$ cat config.mk
export PLATFORM = sky130hd
export DESIGN_NAME = periodic_down_timer
export DESIGN_NICKNAME = d
export VERILOG_FILES = /design/src/rtl/pdt_pkg.sv /design/src/rtl/pdt_tick_gen.sv /design/src/rtl/pdt_regif.sv /design/src/rtl/pdt_counter.sv /design/src/rtl/periodic_down_timer.sv
export SDC_FILE = /design/constraint.sdc
export NUM_CORES = 1
export LEC_CHECK = 0
export ABC_AREA = 1
export ABC_CLOCK_PERIOD_IN_PS = 1600
export BUFFER_PORTS_ARGS = -buffer_cell sky130_fd_sc_hd__buf_2
export CAP_MARGIN = 20
export CORE_ASPECT_RATIO = 0.7
export CORE_MARGIN = 4
export CORE_UTILIZATION = 50
export DETAILED_ROUTE_END_ITERATION = 6
export PLACE_DENSITY = 0.8
export SYNTH_ARGS = -nofsm -noshare
export SYNTH_HDL_FRONTEND = slang
export SYNTH_SLANG_ARGS = --single-unit
export TNS_END_PERCENT = 100
$ cat constraint.sdc
create_clock -name clk -period 1.6 [get_ports clk]
set_input_delay 0.4 -clock clk [delete_from_list [all_inputs] [get_ports clk]]
set_output_delay 0.4 -clock clk [all_outputs]
set_load 0.005 [all_outputs]
$ cat src/rtl/pdt_pkg.sv
package pdt_pkg;

   // Word index of each register (byte offset / 4)
   typedef enum logic [1:0] {
      REG_CTRL   = 2'd0,
      REG_RELOAD = 2'd1,
      REG_COUNT  = 2'd2,
      REG_CALIB  = 2'd3
   } pdt_reg_e;

   localparam int CTRL_EN_BIT   = 0;
   localparam int CTRL_IE_BIT   = 1;
   localparam int CTRL_SRC_BIT  = 2;
   localparam int CTRL_FLAG_BIT = 16;

   typedef struct packed {
      logic core_src;
      logic irq_en;
      logic run;
   } pdt_ctrl_t;

endpackage

$ cat src/rtl/pdt_tick_gen.sv
module pdt_tick_gen #(
   parameter int SYNC_STAGES = 2
) (
   input  logic clk,
   input  logic rst_n,
   input  logic use_core,
   input  logic ref_in,
   output logic tick
);

   logic ref_level;
   logic ref_prev;

   generate
      if (SYNC_STAGES == 0) begin : g_direct
         assign ref_level = ref_in;
      end else begin : g_sync
         logic [SYNC_STAGES-1:0] sync_q;
         always_ff @(posedge clk) begin
            if (!rst_n) begin
               sync_q <= '0;
            end else begin
               sync_q[0] <= ref_in;
               for (int i = 1; i < SYNC_STAGES; i++) begin
                  sync_q[i] <= sync_q[i-1];
               end
            end
         end
         assign ref_level = sync_q[SYNC_STAGES-1];
      end
   endgenerate

   always_ff @(posedge clk) begin
      if (!rst_n) ref_prev <= 1'b0;
      else        ref_prev <= ref_level;
   end

   assign tick = use_core | (ref_level & ~ref_prev);

endmodule

$ cat src/rtl/pdt_regif.sv
module pdt_regif
   import pdt_pkg::*;
#(
   parameter int          ADDR_W    = 4,
   parameter int          DATA_W    = 32,
   parameter int          CNT_W     = 24,
   parameter logic [31:0] CALIB_VAL = 32'h0000_0004
) (
   input  logic              clk,
   input  logic              rst_n,
   input  logic [ADDR_W-1:0] addr,
   input  logic              wr_en,
   input  logic [DATA_W-1:0] wdata,
   input  logic              rd_en,
   input  logic [CNT_W-1:0]  count,
   input  logic              flag,
   output logic [DATA_W-1:0] rdata,
   output pdt_ctrl_t         ctrl,
   output logic [CNT_W-1:0]  reload,
   output logic              count_wr,
   output logic              ctrl_rd
);

   localparam int PAD_W = DATA_W - CNT_W;

   logic     hit;
   pdt_reg_e sel;

   assign sel = pdt_reg_e'(addr[3:2]);

   generate
      if (ADDR_W > 4) begin : g_wide
         assign hit = (addr[ADDR_W-1:4] == '0);
      end else begin : g_exact
         assign hit = 1'b1;
      end
   endgenerate

   logic ctrl_wr, reload_wr;
   assign ctrl_wr   = wr_en & hit & (sel == REG_CTRL);
   assign reload_wr = wr_en & hit & (sel == REG_RELOAD);
   assign count_wr  = wr_en & hit & (sel == REG_COUNT);
   assign ctrl_rd   = rd_en & hit & (sel == REG_CTRL);

   always_ff @(posedge clk) begin
      if (!rst_n) begin
         ctrl   <= '0;
         reload <= '0;
      end else begin
         if (ctrl_wr) begin
            ctrl.run      <= wdata[CTRL_EN_BIT];
            ctrl.irq_en   <= wdata[CTRL_IE_BIT];
            ctrl.core_src <= wdata[CTRL_SRC_BIT];
         end
         if (reload_wr) reload <= wdata[CNT_W-1:0];
      end
   end

   always_comb begin
      rdata = '0;
      if (rd_en && hit) begin
         unique case (sel)
            REG_CTRL: begin
               rdata[CTRL_EN_BIT]   = ctrl.run;
               rdata[CTRL_IE_BIT]   = ctrl.irq_en;
               rdata[CTRL_SRC_BIT]  = ctrl.core_src;
               rdata[CTRL_FLAG_BIT] = flag;
            end
            REG_RELOAD: rdata = {{PAD_W{1'b0}}, reload};
            REG_COUNT:  rdata = {{PAD_W{1'b0}}, count};
            REG_CALIB:  rdata = CALIB_VAL[DATA_W-1:0];
            default:    rdata = '0;
         endcase
      end
   end

   logic unused_addr_bits;
   assign unused_addr_bits = ^addr[1:0];

endmodule

$ cat src/rtl/pdt_counter.sv
module pdt_counter #(
   parameter int CNT_W = 24
) (
   input  logic             clk,
   input  logic             rst_n,
   input  logic             active,
   input  logic [CNT_W-1:0] reload,
   input  logic             count_wr,
   input  logic             flag_clr,
   input  logic             irq_en,
   output logic [CNT_W-1:0] count,
   output logic             flag,
   output logic             irq
);

   localparam logic [CNT_W-1:0] ONE = CNT_W'(1);

   logic at_zero, last_step;
   assign at_zero   = (count == '0);
   assign last_step = active & (count == ONE);

   always_ff @(posedge clk) begin
      if (!rst_n) begin
         count <= '0;
         flag  <= 1'b0;
         irq   <= 1'b0;
      end else if (count_wr) begin
         count <= '0;
         flag  <= 1'b0;
         irq   <= 1'b0;
      end else begin
         irq <= last_step & irq_en;
         if (active) begin
            if (at_zero) count <= reload;
            else         count <= count - ONE;
         end
         if (flag_clr)  flag <= 1'b0;
         if (last_step) flag <= 1'b1;
      end
   end

endmodule

$ cat src/rtl/periodic_down_timer.sv
module periodic_down_timer
   import pdt_pkg::*;
#(
   parameter int          ADDR_W      = 4,
   parameter int          DATA_W      = 32,
   parameter int          CNT_W       = 24,
   parameter int          SYNC_STAGES = 2,
   parameter logic [31:0] CALIB_VAL   = 32'h0000_0004
) (
   input  logic              clk,
   input  logic              rst_n,
   input  logic [ADDR_W-1:0] bus_addr,
   input  logic              bus_wr,
   input  logic [DATA_W-1:0] bus_wdata,
   input  logic              bus_rd,
   output logic [DATA_W-1:0] bus_rdata,
   input  logic              dbg_halt,
   input  logic              ref_tick,
   output logic              irq
);

   generate
      if (ADDR_W < 4) begin : g_bad_addr
         $error("ADDR_W must be at least 4");
      end
      if (DATA_W <= CTRL_FLAG_BIT || DATA_W > 32) begin : g_bad_data
         $error("DATA_W must lie in 17..32");
      end
      if (CNT_W < 2 || CNT_W >= DATA_W) begin : g_bad_cnt
         $error("CNT_W must lie in 2..DATA_W-1");
      end
      if (SYNC_STAGES < 0 || SYNC_STAGES > 4) begin : g_bad_sync
         $error("SYNC_STAGES must lie in 0..4");
      end
   endgenerate

   pdt_ctrl_t        ctrl;
   logic [CNT_W-1:0] reload;
   logic [CNT_W-1:0] count;
   logic             flag;
   logic             count_wr;
   logic             ctrl_rd;
   logic             tick;
   logic             active;

   pdt_regif #(
      .ADDR_W    (ADDR_W),
      .DATA_W    (DATA_W),
      .CNT_W     (CNT_W),
      .CALIB_VAL (CALIB_VAL)
   ) u_regif (
      .clk      (clk),
      .rst_n    (rst_n),
      .addr     (bus_addr),
      .wr_en    (bus_wr),
      .wdata    (bus_wdata),
      .rd_en    (bus_rd),
      .count    (count),
      .flag     (flag),
      .rdata    (bus_rdata),
      .ctrl     (ctrl),
      .reload   (reload),
      .count_wr (count_wr),
      .ctrl_rd  (ctrl_rd)
   );

   pdt_tick_gen #(
      .SYNC_STAGES (SYNC_STAGES)
   ) u_tick (
      .clk      (clk),
      .rst_n    (rst_n),
      .use_core (ctrl.core_src),
      .ref_in   (ref_tick),
      .tick     (tick)
   );

   assign active = ctrl.run & tick & ~dbg_halt;

   pdt_counter #(
      .CNT_W (CNT_W)
   ) u_counter (
      .clk      (clk),
      .rst_n    (rst_n),
      .active   (active),
      .reload   (reload),
      .count_wr (count_wr),
      .flag_clr (ctrl_rd),
      .irq_en   (ctrl.irq_en),
      .count    (count),
      .flag     (flag),
      .irq      (irq)
   );

endmodule

## Word level (Yosys, flattened, before mapping)

Index checks and enable logic that the tools add are counted.

| cells by class | value |
|---|---|
| $add $sub $neg | 1 |
| eq/ne operators | 4 |
| muxes and demuxes | 8 |
| bitwise gates (word level) | 13 |
| reductions and logical operators | 4 |

Operators with widths:

| kind | number |
|---|---|
| $mux 32 | 1 |
| $pmux 13 s2 | 1 |
| $eq 24x1->1 const B | 1 |
| $logic_not 24->1 | 1 |
| $mux 24 | 1 |
| $sub 24x1->24 const B | 1 |
| $pmux 7 s2 | 1 |
| $pmux 3 s4 | 1 |
| $and 1x1->1 | 9 |
| $eq 2x2->1 const B | 2 |
| $pmux 1 s4 | 1 |
| $not 1->1 | 3 |
| $eq 2x1->1 const B | 1 |
| $logic_not 2->1 | 1 |
| $mux 1 | 2 |
| $reduce_bool 2->1 | 1 |
| $reduce_or 2->1 | 1 |
| $or 1x1->1 | 1 |

| word-level totals | value |
|---|---|
| register bits | 56 |
| output and inout port bits | 33 |
| logic and storage cells | 39 |

## Depth between registers and ports, before layout

Gate-level depths: netlist of run 1.

| logic depth | value |
|---|---|
| depth after elaboration | 7 |
| gate-level depth with buffers | 10 |
| depth with buffers taken out | 9 |

## Modules after synthesis

A second synthesis of run 1 with hierarchy kept.

| unflattened totals | value |
|---|---|
| cells, all modules | 587 |
| area total of the unflattened synthesis | 3768.6 sq um |

By module, submodules not included:

| module | times used | cells an instance | area an instance (sq um) |
|---|---|---|---|
| pdt_counter | 1 | 334 | 2059.5 |
| pdt_regif | 1 | 238 | 1601.5 |
| pdt_tick_gen | 1 | 13 | 97.6 |
| periodic_down_timer | 1 | 2 | 10.0 |

## Worst setup path after synthesis of run 1

No wires, ideal clock.

| path | value |
|---|---|
| kind | in2out |
| start point | in bus_addr[2] |
| end point | out bus_rdata[10] |
| arrival | 1.321 ns |
| data required time | 1.200 ns |
| setup slack | -0.121 ns |
| stages | 6 |
| buffers on the path | 2 |
| path through | inv_1 -> ha_1 -> clkbuf_1 -> clkbuf_1 -> nand2_1 -> a21oi_1 |

| on the way | value |
|---|---|
| longest elaborated chain between the ends | 3 |
| elaborated cells between the ends (all ways) | 4 |
| those cells by class | 2 x eq/ne; 2 x mux |

RTL lines:

| what | RTL line | text |
|---|---|---|
| start, declared | periodic_down_timer.sv:12 | `input logic [ADDR_W-1:0] bus_addr,` |
| $eq 2x2->1 or $eq 2x1->1 (tied branches) | pdt_regif.sv:62 | `unique case (sel)` |
| $pmux 13 s2 * | pdt_regif.sv:62 |  |
| $mux 32 * | pdt_regif.sv:61 | `if (rd_en && hit) begin` |
| end, declared | periodic_down_timer.sv:16 | `output logic [DATA_W-1:0] bus_rdata,` |

Mark *: on every way between the ends. The rest lies on a longest branch, timed or not.

## Worst setup path after layout of run 1

Same ends and word-level chain as after synthesis.

==> metrics, run 1 <==
overflow left after global routing 0; Clock Latency Late Sink 0.33 ns; cell area after layout 4910 um^2; status finished, violations left; CP Capture Type primary output; global-route wire length before repair 18,400 um; Final Wtd Congestion 0.901; power density cells 605 nW/um^2; Num Clock Sinks 56; sequential share of power 49.4%; launching element type of the critical path input port; maximum vdd drop 0.395 mV; number of setup violations in the final report 29; CTS tree yes; largest fanout of any net on the critical path 5; Buf/Inv on CP 4; portion of netlist area occupied by mux cells 0%; commonest non-fill, non-tap cells in the layout nand2_1, nor2_1, buf_2; antenna violations before repair 0; switching fraction of total power 31.2%; worst min-delay path category input port to flop; launch instance of the worst min-delay path ref_tick; vias in the first global route 3,912; number of primary I/O pins 75; R2R depth 10; Final Cycle Share 109%; Cell Chain, Critical Path buf_12 -> clkinv_8 -> ha_4 -> nand2_8 -> buf_16 -> a21oi_2 -> buf_2; layout filler cell count 536; Unique masters post-synth 33; placement row count 25; most common cell after layout, fill and taps aside nand2_1; Max-cap violations 0; post-synthesis compound-gate area fraction 15.3%; CTS root buffer clkbuf_8; starting utilization of the core area 52.1%; Net Switching 0.927 mW; final number of max-transition violations 0; violations in the final reports setup timing; DRT Wirelength 12,300 um; instance area at placement 4160 um^2; Die W 109 um; shortest period the worst path allows 1.75 ns; count of mapped cells out of synthesis 554; Slowest Stage Delay on Critical Path 0.28 ns; violation count after the first detailed-routing iteration 471; maximum number of pins on one net before global-route repair 39; average instance area after synthesis 6.42 um^2; cell area after technology mapping 3560 um^2; number of buffers added to fix hold violations after cts 0; storage element area 1130 um^2; layout overhead on the synthesized area 38.2%; RR Startpoint u_counter.count[1]; Clock power frac 29.0%; proportion of layout cells with a drive suffix above 1 33.4%; clock-pin transition on the worst setup and hold timing paths 0.11 ns; portion of the post-synthesis area used by sequential elements 31.5%; total global routing track utilization 27.0%; DRC violations left 0; final hold violation count 0; total number of H-tree levels 2; Routed Antenna Nets 0; worst hold slack 0.257 ns; placeable core area 6820 um^2; endpoint required time on the critical path 1.20 ns; number of detailed-routing iterations run before antenna repair 5; final-layout setup total negative slack -3.01 ns; total via count after detailed routing 4,192; Max Clock Skew 0.0137 ns; leakage power of the design 2.17 nW; post-detailed-route wirelength per cell 16.5 um; Worst Hold Depth 3; post-synthesis share of cell area spent on xor and xnor gates 1.23%; number of buffers on the longest clock path 2; final worst slack -0.148 ns; setup repair after global routing missed its margin true; Core Util, Final 72.1%; Die H 78.6 um; half-perimeter wire length after detailed placement 7600 um; fmax 572 MHz; number of vias per cell after detailed routing 5.64; source of the critical timing path bus_addr[2]; slowest cell on the critical path ha_4; flop and latch count out of synthesis 56; type of the setup path with the least slack input port to primary output; Crit path arrival time 1.35 ns; total stage count of the critical path 7; buffers added on ports 56; internal power consumption 2.04 mW; number of buffers inserted during clock tree synthesis 5; Top Family by Delay on Critical Path buffers and inverters; warning count from the yosys run 0; minimum setup slack after placement -0.295 ns; combinational share of power 21.6%; fin nets 698; die area 8550 um^2; ANT cells 0; multi-input combinational cell area 2390 um^2; synthesized-area fraction occupied by adder cells 2.81%; Simple-Gate Fraction of Synth Area 38.1%; dominant combinational cell family by area after synthesis simple AND/OR/NAND/NOR gates
## metrics by stage
stage,cells,power [mW]
2_1_floorplan,561,1.79
3_3_place_gp,719,1.91
3_5_place_dp,719,1.93
4_1_cts,734,2.89
5_1_grt,743,3.09
6_report,743,2.97
## per-layer routing
layer | GRT usage [%] | part of all wire [%] | vias to the layer above
met4 | 7.31 | 3.2 | 0
li1 | - | - | 1955
met3 | 5.75 | 9.4 | 48
met1 | 35.2 | 41 | 1943
met5 | 0 | 0 | -
met2 | 45.2 | 47 | 246
## worst reg2reg max path: cells and delay by family (launching register included)
| family | cells | cell delay (ns) |
|---|---|---|
| AND/OR/NAND/NOR | 4 | 0.47 |
| flip-flops | 1 | 0.40 |
| buffers and inverters | 3 | 0.31 |
| AO/OA/AOI/OAI | 2 | 0.20 |
| adder cells (fa/ha/maj) | 1 | 0.16 |
## cell type report
cell class                 count  area share [%]
tap                           94            2.39
clock buffer                   5            1.40
sequential                    56            23.0
inverter                      47            4.10
clock inverter                 3           0.560
multi-input combinational    423            48.7
timing repair buffer         115            19.9
## synth_stat cells (all sizes together)
| cell | instances | area, um^2 |
|---|---|---|
| nand2 | 142 | 543 |
| nor2 | 95 | 415 |
| a21oi | 62 | 329 |
| dfxtp | 56 | 1120 |
| inv | 47 | 176 |
| nand3 | 44 | 270 |
| o21ai | 35 | 175 |
| clkbuf | 20 | 78.8 |
| buf | 16 | 130 |
| nand4 | 10 | 68.8 |
| ha | 8 | 100 |
| nand3b | 5 | 37.5 |
| a221oi | 3 | 26.3 |
| xnor2 | 3 | 26.3 |
| nor3 | 2 | 15.0 |
| xor2 | 2 | 17.5 |
| a211oi | 1 | 7.51 |
| and2 | 1 | 6.26 |
| conb | 1 | 3.75 |
| o211ai | 1 | 7.51 |
## cell families after synthesis
logic type	Yosys count
AND/OR/NAND/NOR	299
AO/OA/AOI/OAI	102
buffers and inverters	83
flip-flops	56
adder cells (fa/ha/maj)	8
XOR/XNOR	5
other	1
## final timing paths
| check | endpoint | slack, ns |
|---|---|---|
| setup / recovery | bus_rdata[10] | -0.15 |
| hold / removal | u_tick.g_sync.sync_q[0] | 0.26 |
| setup reg to reg | u_counter.count[0] | -0.03 |
| hold reg to reg | u_tick.ref_prev | 0.44 |
## state kept, by name (all words and copies together), names as in the netlist
register              flops
u_tick.ref_prev           1
u_counter.flag            1
u_counter.count          24
u_tick.g_sync.sync_q      2
u_regif.reload           24
u_counter.irq             1
u_regif.ctrl              3
## what timing repair did
action | in CTS | in global routing
cloned | 5 | 4
buffers inserted | 2 | 6
pin swaps | 11 | 16
resized for setup | 67 | 49
setup endpoints to repair | 24 | 50
## power by group through the flow
stage	logic (mW)	registers, mW	clock network, mW
5_1_grt	0.694	1.47	0.920
2_1_floorplan	0.301	1.48	0
3_5_place_dp	0.434	1.50	0
3_3_place_gp	0.419	1.49	0
6_report	0.643	1.47	0.861
4_1_cts	0.557	1.46	0.866
No activity file was read; power rests on OpenSTA's default activity.
==> inputs of run 2 (changes only) <==
--- a/config.mk
+++ b/config.mk
@@ -5,15 +5,14 @@
 export SDC_FILE = /design/constraint.sdc
 export NUM_CORES = 1
 export LEC_CHECK = 0
-export ABC_AREA = 1
 export ABC_CLOCK_PERIOD_IN_PS = 1600
-export BUFFER_PORTS_ARGS = -buffer_cell sky130_fd_sc_hd__buf_2
+export BUFFER_PORTS_ARGS = -buffer_cell sky130_fd_sc_hd__buf_4
 export CAP_MARGIN = 20
 export CORE_ASPECT_RATIO = 0.7
 export CORE_MARGIN = 4
-export CORE_UTILIZATION = 50
+export CORE_UTILIZATION = 49
 export DETAILED_ROUTE_END_ITERATION = 6
-export PLACE_DENSITY = 0.8
+export PLACE_DENSITY = 0.79
 export SYNTH_ARGS = -nofsm -noshare
 export SYNTH_HDL_FRONTEND = slang
 export SYNTH_SLANG_ARGS = --single-unit
==> metrics, run 2 <==
Worst R2R Setup Slack -0.65 ns (was -0.03 ns); fin nets 605 (was 698); registers with the highest flip-flop counts u_counter.count x24, u_regif.reload x24, u_regif.ctrl x3 (unchanged); post-synthesis share of cell area spent on xor and xnor gates 0% (was 1.23%); layout filler cell count 281 (was 536); number of buffers inserted during clock tree synthesis 5 (unchanged); R2R depth 6 (was 10); final total power 2.95 mW (was 2.97 mW); top post-synthesis cells by count nand2_1, dfxtp_1, nor2_1 (was nand2_1, nor2_1, a21oi_1); overflow left after global routing 0 (unchanged); antenna violations before repair 0 (unchanged); endpoint required time on the critical path 1.83 ns (was 1.20 ns); Final Cycle Share 141% (was 109%); Crit path arrival time 2.48 ns (was 1.35 ns); proportion of layout cells with a drive suffix above 1 51.4% (was 33.4%); number of detailed-routing iterations run before antenna repair 7 (was 5); minimum setup slack after placement -0.346 ns (was -0.295 ns); final number of max-transition violations 0 (unchanged); instance area at placement 4400 um^2 (was 4160 um^2); launching element type of the critical path flop (was input port); post-detailed-route wirelength per cell 25.9 um (was 16.5 um); count of mapped cells out of synthesis 418 (was 554); commonest non-fill, non-tap cells in the layout buf_4, nand2_1, dfxtp_1 (was nand2_1, nor2_1, buf_2); Max-slew headroom 64.5%; Unique masters post-synth 52 (was 33); final worst slack -0.653 ns (was -0.148 ns); die area 8030 um^2 (was 8550 um^2); setup repair after global routing missed its margin true (unchanged); final-layout setup total negative slack -15.87 ns (was -3.01 ns); Num Clock Sinks 56 (unchanged); leakage power of the design 2.15 nW (was 2.17 nW); synthesized-area fraction occupied by adder cells 3.07% (was 2.81%); total global routing track utilization 32.9% (was 27.0%); transition time at the pin with the least slew margin 0.531 ns; storage element area 1140 um^2 (was 1130 um^2); Clock Latency Late Sink 0.33 ns (about the same); clock-pin transition on the worst setup and hold timing paths 0.12 ns (was 0.11 ns); CP Capture Type flop (was primary output); total via count after detailed routing 4,504 (was 4,192); Final Instance Count excl. Fillers 647 (was 743); violations in the final reports DRC, setup timing (was setup timing); worst min-delay path category input port to flop (unchanged); placeable core area 6340 um^2 (was 6820 um^2); post-synthesis compound-gate area fraction 25.6% (was 15.3%); CTS root buffer clkbuf_8 (unchanged); Worst Hold Depth 2 (was 3); number of buffers on the longest clock path 2 (unchanged); most numerous cell in the Yosys netlist nand2_1 (unchanged); number of buffers added to fix hold violations after cts 0 (unchanged); starting utilization of the core area 51.4% (was 52.1%); buffers added on ports 56 (unchanged); Routed Antenna Nets 0 (unchanged); top-area cell type share of the netlist area 34.4% (was 31.5%); RR Startpoint u_counter.count[1] (unchanged); number of primary I/O pins 75 (unchanged); cell area after layout 5510 um^2 (was 4910 um^2); DRT Wirelength 16,800 um (was 12,300 um); warning count from the yosys run 0 (unchanged); portion of the post-synthesis area used by sequential elements 34.4% (was 31.5%); top flip-flop cell by instance count after synthesis dfxtp_1 (unchanged); Die H 76.2 um (was 78.6 um); type of the setup path with the least slack flop to flop (was input port to primary output); number of flops mapped to enable cells by yosys 0 (unchanged); Max-cap violations 0 (unchanged); half-perimeter wire length after detailed placement 8070 um (was 7600 um); maximum number of pins on one net before global-route repair 31 (was 39); asr flop ratio synth 0% (unchanged); Simple-Gate Fraction of Synth Area 26.1% (was 38.1%); total number of H-tree levels 2 (unchanged); status finished, violations left (unchanged); Core Util, Final 86.9% (was 72.1%); CTS tree yes (unchanged); leading area contributor after synthesis dfxtp_1 (unchanged); maximum vdd drop 0.379 mV (was 0.395 mV); most common cell after layout, fill and taps aside buf_4 (was nand2_1); placed cell count 620 (was 719); Max Clock Skew 0.0167 ns (was 0.0137 ns); Die W 105 um (was 109 um); largest fanout of any net on the critical path 5 (unchanged); violation count after the first detailed-routing iteration 676 (was 471); final hold violation count 0 (unchanged); multi-input combinational cell area 2570 um^2 (was 2390 um^2); Final Wtd Congestion 0.985 (was 0.901); global-route wire length before repair 21,200 um (was 18,400 um); number of setup violations in the final report 52 (was 29); terminus of the critical flop-to-flop path u_counter.count[6] (was u_counter.count[0]); average instance area after synthesis 7.79 um^2 (was 6.42 um^2); portion of netlist area occupied by mux cells 3.73% (was 0%); cell types with the largest area share after synthesis dfxtp_1, nand2_1, a21boi_0 (was dfxtp_1, nand2_1, nor2_1); cell area after technology mapping 3260 um^2 (was 3560 um^2); shortest period the worst path allows 2.25 ns (was 1.75 ns); fmax 444 MHz (was 572 MHz); dominant combinational cell family by area after synthesis simple AND/OR/NAND/NOR gates (unchanged); ANT cells 0 (unchanged); power density cells 535 nW/um^2 (was 605 nW/um^2); worst hold path endpoint u_tick.g_sync.sync_q[0] (unchanged); flop and latch count out of synthesis 56 (unchanged); DRC violations left 25 (was 0); layout overhead on the synthesized area 69.1% (was 38.2%); number of vias per cell after detailed routing 6.96 (was 5.64); worst hold slack 0.280 ns (was 0.257 ns); placement row count 24 (was 25); vias in the first global route 4,027 (was 3,912); launch instance of the worst min-delay path ref_tick (unchanged)
## run 2: cell count changes after synthesis, sizes merged, moves of 28 or more
| cell | before | now |
|---|---|---|
| a21boi | 0 | 28 |
| a21oi | 62 | 16 |
| inv | 47 | 10 |
| nand2 | 142 | 80 |
| nand3 | 44 | 10 |
| nor2 | 95 | 34 |
## run 2: cell type report
type	count	area share (%)
sequential	56	20.7
clock buffer	6	1.50
tap	91	2.07
inverter	10	0.841
timing repair buffer	159	28.0
multi-input combinational	323	46.7
clock inverter	2	0.273
## run 2: worst max-delay path, cell delays in order, from the launching register on
cell      delay (ns)
dfxtp_4         0.40
inv_4           0.08
ha_4            0.14
or3b_4          0.45
nor3_2          0.41
o21ai_0         0.28
a221oi_2        0.37
## run 2: cells by family (layout without fill, tap and decap cells)
kind of cell	after synthesis	after routing
flip-flops	56	56
multiplexers	12	12
AO/OA/AOI/OAI	120	120
adder cells (fa/ha/maj)	8	8
other	1	8
buffers and inverters	46	177
AND/OR/NAND/NOR	175	175
## run 2: power breakdown
group	total [mW]	internal, mW	switching [mW]	leakage (nW)
registers	1.45	1.41	0.0331	0.458
clock network	0.891	0.353	0.538	0.0434
logic	0.607	0.285	0.322	1.64
## run 2: repair_timing
action,4_1_cts,5_1_grt
gates resized for setup,131,59
endpoints found under the setup margin,50,52
pin swaps,41,27
gates cloned,3,2
buffers inserted,9,5
## run 2: worst max path at each step
| stage | end | slack [ns] | start |
|---|---|---|---|
| floorplan | u_counter.count[18] | -0.13 | u_counter.count[7] |
| global placement | bus_rdata[3] | -0.24 | bus_addr[2] |
| detailed placement | u_counter.count[12] | -0.35 | bus_addr[2] |
| CTS | bus_rdata[9] | -0.26 | bus_addr[3] |
| global route | u_counter.count[6] | -0.57 | u_counter.count[1] |
| finish | u_counter.count[6] | -0.65 | u_counter.count[1] |
## run 2: metal layers
metal  track usage [%]  share of wire, %  vias up  routed length (um)
li1                  -                 -     1753                   -
met4              16.6               8.1        0                1370
met2              53.0                43      474                7220
met1              40.9                35     2088                5820
met5                 0                 0        -                   0
met3              7.87                14      189                2360
==> inputs of run 3 (changes only) <==
--- a/config.mk
+++ b/config.mk
@@ -5,14 +5,14 @@
 export SDC_FILE = /design/constraint.sdc
 export NUM_CORES = 1
 export LEC_CHECK = 0
-export ABC_CLOCK_PERIOD_IN_PS = 1600
+export ABC_CLOCK_PERIOD_IN_PS = 2200
 export BUFFER_PORTS_ARGS = -buffer_cell sky130_fd_sc_hd__buf_4
 export CAP_MARGIN = 20
 export CORE_ASPECT_RATIO = 0.7
 export CORE_MARGIN = 4
-export CORE_UTILIZATION = 49
+export CORE_UTILIZATION = 54
 export DETAILED_ROUTE_END_ITERATION = 6
-export PLACE_DENSITY = 0.79
+export PLACE_DENSITY = 0.83
 export SYNTH_ARGS = -nofsm -noshare
 export SYNTH_HDL_FRONTEND = slang
 export SYNTH_SLANG_ARGS = --single-unit
==> constraint.sdc (replaced) <==
create_clock -name clk -period 2.2 [get_ports clk]
set_input_delay 0.55 -clock clk [delete_from_list [all_inputs] [get_ports clk]]
set_output_delay 0.55 -clock clk [all_outputs]
set_load 0.005 [all_outputs]
==> metrics, run 3 (synthesis results as in run 2) <==
number of buffers added to fix hold violations after cts 0 (unchanged); proportion of layout cells with a drive suffix above 1 23.1% (was 51.4%); fmax 467 MHz; type of the setup path with the least slack input port to primary output (was flop to flop); placement row count 23 (was 24); total number of H-tree levels 2 (unchanged); amount of wire on met2 after detailed routing 3950 um (was 7220 um); Die W 101 um (was 105 um); commonest non-fill, non-tap cells in the layout buf_4, nand2_1, dfxtp_1 (unchanged); largest fanout of any net on the critical path 5 (unchanged); die area 7360 um^2 (was 8030 um^2); total global routing track utilization 25.5% (was 32.9%); number of buffers inserted during clock tree synthesis 5 (unchanged); most common cell after layout, fill and taps aside buf_4 (unchanged); final worst slack 0.0575 ns (was -0.653 ns); final-layout setup total negative slack 0 ns (was -15.87 ns); combinational share of power 13.2% (was 20.6%); DRT Wirelength 9100 um (was 16,800 um); slowest cell on the critical path a221o_1 (was or3b_4); buffers added on ports 56 (unchanged); number of setup violations in the final report 0 (was 52); starting utilization of the core area 56.3% (was 51.4%); Slowest Stage Delay on Critical Path 0.28 ns (was 0.45 ns); cell area after layout 3990 um^2 (was 5510 um^2); shortest period the worst path allows 2.14 ns; Crit path arrival time 1.59 ns (was 2.48 ns); minimum setup slack after placement 0.000363 ns (was -0.346 ns); Net Switching 0.491 mW (was 0.893 mW); Core Util, Final 69.0% (was 86.9%); Clock Latency Late Sink 0.32 ns (was 0.33 ns); ANT cells 0 (unchanged); global-route wire length before repair 15,000 um (was 21,200 um); status complete, no violations (was finished, violations left); layout filler cell count 488 (was 281); registers with the highest flip-flop counts u_counter.count x24, u_regif.reload x24, u_regif.ctrl x3 (unchanged); layout overhead on the synthesized area 22.6% (was 69.1%); Max-cap violations 0 (unchanged); number of buffers on the longest clock path 2 (unchanged); internal power consumption 1.40 mW (was 2.05 mW); CTS tree yes (unchanged); power density cells 474 nW/um^2 (was 535 nW/um^2); worst min-delay path category input port to flop (unchanged); Max Clock Skew 0.00632 ns (was 0.0167 ns); number of detailed-routing iterations run before antenna repair 5 (was 7); DRC violations left 0 (was 25); antenna violations before repair 0 (unchanged); half-perimeter wire length after detailed placement 6660 um (was 8070 um); maximum vdd drop 0.280 mV (was 0.379 mV); sequential share of power 55.4% (was 49.1%); final hold violation count 0 (unchanged); placeable core area 5780 um^2 (was 6340 um^2); CP Capture Type primary output (was flop); endpoint required time on the critical path 1.65 ns (was 1.83 ns); Clock power frac 31.4% (was 30.2%); clock-pin transition on the worst setup and hold timing paths 0.10 ns (was 0.12 ns); number of primary I/O pins 75 (unchanged); highest routed metal layer met4 (unchanged); overflow left after global routing 0 (unchanged); final number of max-transition violations 0 (unchanged); CTS root buffer clkbuf_8 (unchanged); most common cell type on the critical path buf_4; Routed Antenna Nets 0 (unchanged); switching fraction of total power 26.0% (was 30.3%); maximum number of pins on one net before global-route repair 33 (was 31); leakage power of the design 1.62 nW (was 2.15 nW); Num Clock Sinks 56 (unchanged); vias in the first global route 3,077 (was 4,027); launching element type of the critical path input port (was flop); number of vias per cell after detailed routing 5.96 (was 6.96); post-detailed-route wirelength per cell 16.3 um (was 25.9 um); total via count after detailed routing 3,338 (was 4,504); wire length on met3 881 um (was 2360 um); setup repair after global routing missed its margin true (unchanged); Final Cycle Share 97.4%; fin nets 535 (was 605); violation count after the first detailed-routing iteration 298 (was 676); Cell Chain, Critical Path buf_4 -> inv_1 -> buf_4 -> ha_2 -> a221o_1 -> o211a_1 -> buf_4 (was inv_4 -> ha_4 -> or3b_4 -> nor3_2 -> o21ai_0 -> a221oi_2); Die H 73.0 um (was 76.2 um); met1 WL 4140 um (was 5820 um); instance area at placement 3880 um^2 (was 4400 um^2); Final Wtd Congestion 0.984 (was 0.985)
-- run 3: worst paths after layout --
check	start	end	slack [ns]	depth (start not counted)
setup / recovery	bus_addr[2]	bus_rdata[0]	0.06	7
hold / removal	ref_tick	u_tick.g_sync.sync_q[0]	0.44	2
setup reg to reg	u_counter.count[1]	u_counter.count[7]	0.13	5
hold reg to reg	u_tick.g_sync.sync_q[0]	u_tick.g_sync.sync_q[1]	0.44	1
-- run 3: metal layers --
layer	up-vias	global-route usage (%)
li1	1611	-
met1	1545	35.7
met2	158	40.0
met3	24	5.44
met4	0	6.58
met5	-	0
-- run 3: final cells by class --
cell class | instances | area (um^2) | area share (%)
Clock buffer | 6 | 82.6 | 2.07
Clock inverter | 1 | 8.76 | 0.219
Inverter | 10 | 37.5 | 0.940
Multi-Input combinational cell | 323 | 1940 | 48.7
Sequential cell | 56 | 1120 | 28.1
Tap cell | 75 | 93.8 | 2.35
Timing Repair Buffer | 89 | 704 | 17.6
-- run 3: power groups by stage --
stage / clock [mW] / combinational [mW] / sequential [mW]
6_report: 0.594 / 0.250 / 1.05
5_1_grt: 0.633 / 0.274 / 1.05
4_1_cts: 0.600 / 0.244 / 1.05
3_5_place_dp: 0 / 0.242 / 1.07
3_3_place_gp: 0 / 0.234 / 1.07
2_1_floorplan: 0 / 0.143 / 1.07
-- run 3: critical path, delay by kind of cell --
kind | cells | cell delay [ns]
AO/OA/AOI/OAI | 2 | 0.42
adder cells (fa/ha/maj) | 1 | 0.21
buffers and inverters | 4 | 0.41
-- run 3: per-stage QoR --
step                hold slack, ns  power (mW)  instances
finish                       0.436        1.89        560
global route                 0.446        1.96        560
CTS                          0.434        1.89        560
detailed placement           0.419        1.31        553
global placement             0.413        1.31        553
floorplan                    0.412        1.21        425
-- run 3: timing repair --
| action | CTS | global route |
|---|---|---|
| resized for setup | 1 | 8 |
| setup buffers | 0 | 0 |
| setup endpoints to repair | 13 | 24 |
| gates cloned | 0 | 0 |
